`config.mk`:
```
export PLATFORM = sky130hd
export DESIGN_NAME = bcd_tri_counter
export DESIGN_NICKNAME = d
export VERILOG_FILES = /design/src/rtl/bcd_tri_pkg.sv /design/src/rtl/bcd_fall_detect.sv /design/src/rtl/bcd_decade.sv /design/src/rtl/bcd_hold.sv /design/src/rtl/bcd_tri_counter.sv
export SDC_FILE = /design/constraint.sdc
export NUM_CORES = 1
export LEC_CHECK = 0
export ABC_AREA = 0
export CAP_MARGIN = 20
export CORE_MARGIN = 4
export CORE_UTILIZATION = 45
export CTS_BUF_LIST = sky130_fd_sc_hd__clkbuf_16
export CTS_CLUSTER_DIAMETER = 60
export CTS_CLUSTER_SIZE = 28
export DETAILED_ROUTE_END_ITERATION = 8
export GPL_ROUTABILITY_DRIVEN = 0
export PLACE_DENSITY = 0.68
export RECOVER_POWER = 25
export SETUP_SLACK_MARGIN = 0.05
export SLEW_MARGIN = 25
export SYNTH_ARGS = -nofsm -noshare
export SYNTH_HDL_FRONTEND = slang
export SYNTH_SLANG_ARGS = --single-unit
```
`constraint.sdc`:
```
create_clock -name clk -period 2.2 [get_ports clk]
set_input_delay 0.33 -clock clk [delete_from_list [all_inputs] [get_ports clk]]
set_output_delay 0.33 -clock clk [all_outputs]
set_load 0.05 [all_outputs]
```
`src/rtl/bcd_tri_pkg.sv`:
```
package bcd_tri_pkg;
    localparam int DEFAULT_RADIX  = 10;
    localparam int DEFAULT_DIGITS = 3;

    typedef struct packed {
        logic smp;
        logic prev;
    } edge_state_t;
endpackage

```
`src/rtl/bcd_fall_detect.sv`:
```
module bcd_fall_detect
    import bcd_tri_pkg::*;
(
    input  logic clk,
    input  logic clr,
    input  logic sig_in,
    output logic fall
);
    edge_state_t st_d, st_q;

    always_comb begin
        st_d = st_q;
        if (clr) begin
            st_d.smp  = 1'b0;
            st_d.prev = 1'b0;
        end else begin
            st_d.smp  = sig_in;
            st_d.prev = st_q.smp;
        end
    end

    always_ff @(posedge clk) begin
        st_q <= st_d;
    end

    assign fall = st_q.prev & ~st_q.smp;

    // an event never lasts two cycles in a row
    assert_fall_single_R1: assert property (@(posedge clk) disable iff (clr)
        fall |=> !fall);
endmodule

```
`src/rtl/bcd_decade.sv`:
```
module bcd_decade #(
    parameter int RADIX = 10,
    localparam int W = $clog2(RADIX)
) (
    input  logic         clk,
    input  logic         clr,
    input  logic         step,
    output logic [W-1:0] value,
    output logic [W-1:0] value_next,
    output logic         carry
);
    localparam logic [W-1:0] TOP = W'(RADIX - 1);

    logic [W-1:0] val_d, val_q;

    always_comb begin
        carry = step && (val_q == TOP);
        val_d = val_q;
        if (clr)
            val_d = '0;
        else if (carry)
            val_d = '0;
        else if (step)
            val_d = val_q + 1'b1;
    end

    always_ff @(posedge clk) begin
        val_q <= val_d;
    end

    assign value      = val_q;
    assign value_next = val_d;

    // digit stays within its radix
    assert_digit_range_R2: assert property (@(posedge clk) disable iff (clr)
        int'(val_q) < RADIX);
endmodule

```
`src/rtl/bcd_hold.sv`:
```
module bcd_hold #(
    parameter int W = 4
) (
    input  logic         clk,
    input  logic         hold_en,
    input  logic [W-1:0] live,
    input  logic [W-1:0] live_next,
    output logic [W-1:0] shown
);
    logic [W-1:0] hold_d, hold_q;

    always_comb begin
        hold_d = hold_en ? hold_q : live_next;
        shown  = hold_en ? hold_q : live;
    end

    always_ff @(posedge clk) begin
        hold_q <= hold_d;
    end

    // a held value does not move while the enable is high
    assert_hold_stable_R7: assert property (@(posedge clk)
        hold_en |=> $stable(hold_q));
endmodule

```
`src/rtl/bcd_tri_counter.sv`:
```
module bcd_tri_counter
    import bcd_tri_pkg::*;
#(
    parameter int RADIX      = DEFAULT_RADIX,
    parameter int NUM_DIGITS = DEFAULT_DIGITS,
    localparam int W         = $clog2(RADIX),
    localparam int BUS_W     = W * NUM_DIGITS
) (
    input  logic             clk,
    input  logic             mrst,
    input  logic             count_in,
    input  logic             inhibit,
    input  logic             latch_en,
    output logic [BUS_W-1:0] digits,
    output logic             overflow
);
    logic                  fall;
    logic [NUM_DIGITS:0]   step;
    logic [BUS_W-1:0]      cnt_all;
    logic [BUS_W-1:0]      cnt_next;
    logic                  ovf_d, ovf_q;

    bcd_fall_detect u_fall (
        .clk    (clk),
        .clr    (mrst),
        .sig_in (count_in),
        .fall   (fall)
    );

    assign step[0] = fall & ~inhibit;

    for (genvar gi = 0; gi < NUM_DIGITS; gi++) begin : g_digit
        bcd_decade #(.RADIX(RADIX)) u_dec (
            .clk        (clk),
            .clr        (mrst),
            .step       (step[gi]),
            .value      (cnt_all[gi*W +: W]),
            .value_next (cnt_next[gi*W +: W]),
            .carry      (step[gi+1])
        );

        bcd_hold #(.W(W)) u_hold (
            .clk       (clk),
            .hold_en   (latch_en),
            .live      (cnt_all[gi*W +: W]),
            .live_next (cnt_next[gi*W +: W]),
            .shown     (digits[gi*W +: W])
        );
    end

    always_comb begin
        ovf_d = mrst ? 1'b0 : step[NUM_DIGITS];
    end

    always_ff @(posedge clk) begin
        ovf_q <= ovf_d;
    end

    assign overflow = ovf_q;

    // an inhibited cycle leaves the count unchanged
    assert_inhibit_keeps_R4: assert property (@(posedge clk) disable iff (mrst)
        (!mrst && inhibit) |=> $stable(cnt_all));

    // the first cycle after reset shows a cleared count
    assert_reset_clears_R5: assert property (@(posedge clk) disable iff (mrst)
        $fell(mrst) |-> (cnt_all == '0));

    // overflow coincides with an all-zero count
    assert_ovf_at_wrap_R9: assert property (@(posedge clk) disable iff (mrst)
        ovf_q |-> (cnt_all == '0));

    // overflow lasts a single cycle
    assert_ovf_single_R9: assert property (@(posedge clk) disable iff (mrst)
        ovf_q |=> !ovf_q);
endmodule

```
### Yosys cells after proc, flatten, opt, wreduce, memory -nomap -nowiden

Index checks and enable logic that the tools add are counted.

* register bits after elaboration: 27
* output and inout port bits: 13
* input port bits: 5

* $add $sub $neg: 3
* bitwise operators: 4
* reductions and logical operators: 3
* muxes and demuxes: 12
* equality and inequality tests: 3

Operators with widths (count)
* $mux 4: 12
* $add 4x1->4 const B: 3
* $eq 4x4->1 const B: 3
* $logic_and 1x1->1: 3
* $and 1x1->1: 2
* $not 1->1: 2

### Logic depth before layout (Yosys ltp)

* word-level depth: 8
* gate-level depth with buffers: 7
* depth with buffers taken out: 6

### Cells and area by module

A second synthesis with hierarchy kept.

* cells, all modules: 92
* area, all modules: 1212.4 µm²

By module, submodules not included
* bcd_decade: area each 198.9 µm², times used 3, cells each 19
* bcd_hold: area each 168.9 µm², times used 3, cells each 9
* bcd_fall_detect: area each 61.3 µm², times used 1, cells each 5
* bcd_tri_counter: area each 47.5 µm², times used 1, cells each 3

### Least setup slack after synthesis

No wires, ideal clock.

* path type: input to output
* from: in latch_en
* to: out digits[5]
* arrival: 1.807 ns
* required time: 1.870 ns
* buffers on the path: 2
* setup slack: 0.063 ns
* stages on the path: 3
* cells stage by stage: clkbuf_1 buf_2 o21ai_0

* longest elaborated chain between the ends: 1

Ends and longest elaborated chain
* start, declared: line bcd_tri_counter.sv:13 `input logic latch_en,`
* $mux 4: line bcd_hold.sv:14 `shown = hold_en ? hold_q : live;`
* end, declared: line bcd_tri_counter.sv:14 `output logic [BUS_W-1:0] digits,`

Every way passes these cells.

### Worst setup path after layout

* from: in latch_en
* to: out digits[4]

The elaborated chain is that of the path after synthesis.

==> impl_results.md <==
* Clock-pin slew on the worst setup and hold paths at 60 ps
* P_leak at a little over 0.6 nW
* WP data arrival at 1640 ps
* Count of input and output buffers at 17
* Instance area after placement at about 0.0015 mm²
* Top-level port count at 18
* Total placed cells including tap cells at around 160
* Clock buffer depth at 2
* Overall power after layout at roughly 1.0 mW
* Slew Viols, Final at 0
* Post-CTS Hold Buffers at 0
* Die span in x at around 61 µm
* Worst setup SP type: primary input
* Setup crit end kind: primary output
* Min-Delay Path Class: register to register
* Proportion of netlist area held by the largest area contributor at ~29%
* GR Overflow Total at 0
* Area of the core region at approximately 0.0026 mm²
* Clock Skews at ~1.5 ps
* Detailed Place HPWL at around 1.6 mm
* Final non-filler cell area at between 0.0015 and 0.002 mm²
* Wire length of the first global-routing pass at about 3.7 mm
* Depth of the most critical reg-to-reg path at 5
* Post-CTS setup buffer count at 0
* H-tree depth reported by CTS at 1
* Pwr/cell area at 663 mW/mm²
* Unrepaired setup endpoints after global routing: false
* Effective utilization at floorplan at 48.9%
* Outcome: complete, no violations
* PostCTS Resize Cnt at 0
* Number of antenna diodes at 0
* Least setup slack across all paths after layout at 226 ps
* Die area at between 0.003 and 0.004 mm²
* Main area contributors after synthesis: edfxtp_1, dfxtp_1, mux2_2
* Residual DRC count at 0
* Minimum hold slack at approximately 520 ps
* Synth Register Bits at 27
* CP required at 1870 ps
* Share of the clock period used by the worst path at roughly nine tenths
* Relative slew slack at 65.7%
* Synth cell types at 31
* WHS Path Cells at 1
* Final setup viols at 0
* Nets in the synthesized netlist at about 130
* Iter 0 DRT Violations at 19
* Commonest register cell after synthesis: dfxtp_1
* Count of final hold-check violations at 0
* Synth warn at 0
* TNS Setup at 0 ps
* Mean cell area of the mapped netlist at 10.7 µm²
* Fmax achieved at 0.507 GHz
* Actual slew at the worst max-slew pin at 514 ps
* Setup Slack @ Placement at 203 ps
* Area Overhead vs Synth at 24.2%
* Async set or reset register ratio after synthesis at 0%
* Clock root buffer master: clkbuf_16
* Crit Path Class: primary input to primary output
* Vias in the first global route at roughly 800
* Sequential area share after synthesis at 52.6%
* Max-cap check violation count at 0
* Core occupancy in the finished layout at 60.8%
* Cell Count, Final, Fillers Out at approximately 170
* CTS sink cnt at 27
* CTS tree: built
* TritonCTS buffer count at 3
* Fraction of layout instances using a drive strength above 1 at between 20% and 30%
* Vias at ~860
* 1st-pass router iterations at 4
* Maximum number of pins on one net before global-route repair at 18
* Maximum fanout count along the critical path at 17
* Number of antenna-violating nets in the routed design at 0
* Total wire length after detailed routing at about 2.3 mm
* Netlist area before placement at approximately 0.0013 mm²
* Post-synth top area cell: edfxtp_1
* Vias per cell at roughly 5.2
* Std-Cell Rows at 18
* Insertion delay to the later sink of the worst-skew pair at about 250 ps
* Final routed wire length divided by cell count at between 10 and 15 µm
* Number of antenna violations at the first check in global routing at 0
* Global-route usage over all layers at between 10% and 20%
* Final min period at roughly 2000 ps
* Synthesized netlist cell count at around 120
* EDFF count, synth at 12
* Net count reported at finish at around 150
* Die span in y at 60.8 µm
* Fillers at 215
* Peak ir drop on the vdd network at approximately 0.37 mV
worst max-delay path, stage by stage:
cell and delay, ps:
dlygate4sd3_1 530, buf_4 230, mux2_2 360, buf_4 190
metal layers:
layer / GRT usage (%) / wire length [µm] / up-vias
li1: - / - / 451
met1: 18.3 / 1090 / 401
met2: 21.1 / 1070 / 10
met3: 2.55 / 87 / 2
met4: 3.72 / 13 / 0
met5: 0 / 0 / -
state kept, by name, summed over array words and instances, names as in the netlist:
register               flops
u_fall.st_q                2
g_digit.u_dec.value       12
g_digit.u_hold.hold_q     12
overflow                   1
power breakdown:
part	total (mW)	switching (mW)	internal (mW)
Combinational	0.102	0.0624	0.0395
Sequential	0.539	0.00443	0.534
Clock	0.394	0.152	0.243
cells in the final DEF, fill, tap and decap left out, types with 2 or more instances in the layout:
| cell | n |
|---|---|
| nor2b_1 | 2 |
| nor3_1 | 4 |
| mux2_2 | 8 |
| mux2i_1 | 3 |
| a21oi_1 | 6 |
| edfxtp_1 | 12 |
| dfxtp_1 | 15 |
| clkdlybuf4s50_1 | 3 |
| nand2_1 | 9 |
| buf_12 | 4 |
| and3_1 | 3 |
| buf_4 | 11 |
| clkbuf_16 | 3 |
| ha_1 | 6 |
| and2_1 | 3 |
| a31oi_1 | 2 |
| inv_1 | 7 |
| dlygate4sd3_1 | 2 |
| and3b_1 | 3 |
| o21ai_0 | 6 |
| nor2_1 | 12 |
final cells by class:
class,count,area [µm²],area share (%)
clock buffers,3,75.1,4.81
clock inverters,1,3.75,0.241
inverters,6,22.5,1.44
multi-input cells,79,548,35.1
flip-flops and latches,27,661,42.3
well taps,30,37.5,2.41
repair buffers,20,213,13.6
worst paths after layout:
path	startpoint	endpoint	slack, ps
setup / recovery	latch_en	digits[4]	230
setup reg to reg	g_digit[1].u_dec.value[0]	g_digit[2].u_hold.hold_q[3]	370
hold reg to reg	u_fall.st_q[1]	u_fall.st_q[0]	520
hold / removal	u_fall.st_q[1]	u_fall.st_q[0]	520
cells in the mapped netlist (all sizes together) (2+ instances only):
cell type  number
dfxtp          15
edfxtp         12
nor2           12
nand2           9
mux2            8
a21oi           7
o21ai           7
ha              6
inv             6
nor3            4
and2            3
and3            3
and3b           3
buf             3
mux2i           3
a31oi           2
clkbuf          2
nor2b           2
nor3b           2
logic make-up (layout without fill, tap and decap cells):
group / after synthesis / in the layout / share of synthesized area [%]
buf+inv: 11 / 30 / 3.79
mux: 11 / 11 / 9.56
simple gates: 41 / 41 / 17.7
flops: 27 / 27 / 52.6
fa+ha+maj: 6 / 6 / 5.98
compound gates: 19 / 19 / 8.96
xor+xnor: 2 / 2 / 1.39
Note: power is estimated with default switching activity, not from simulation.
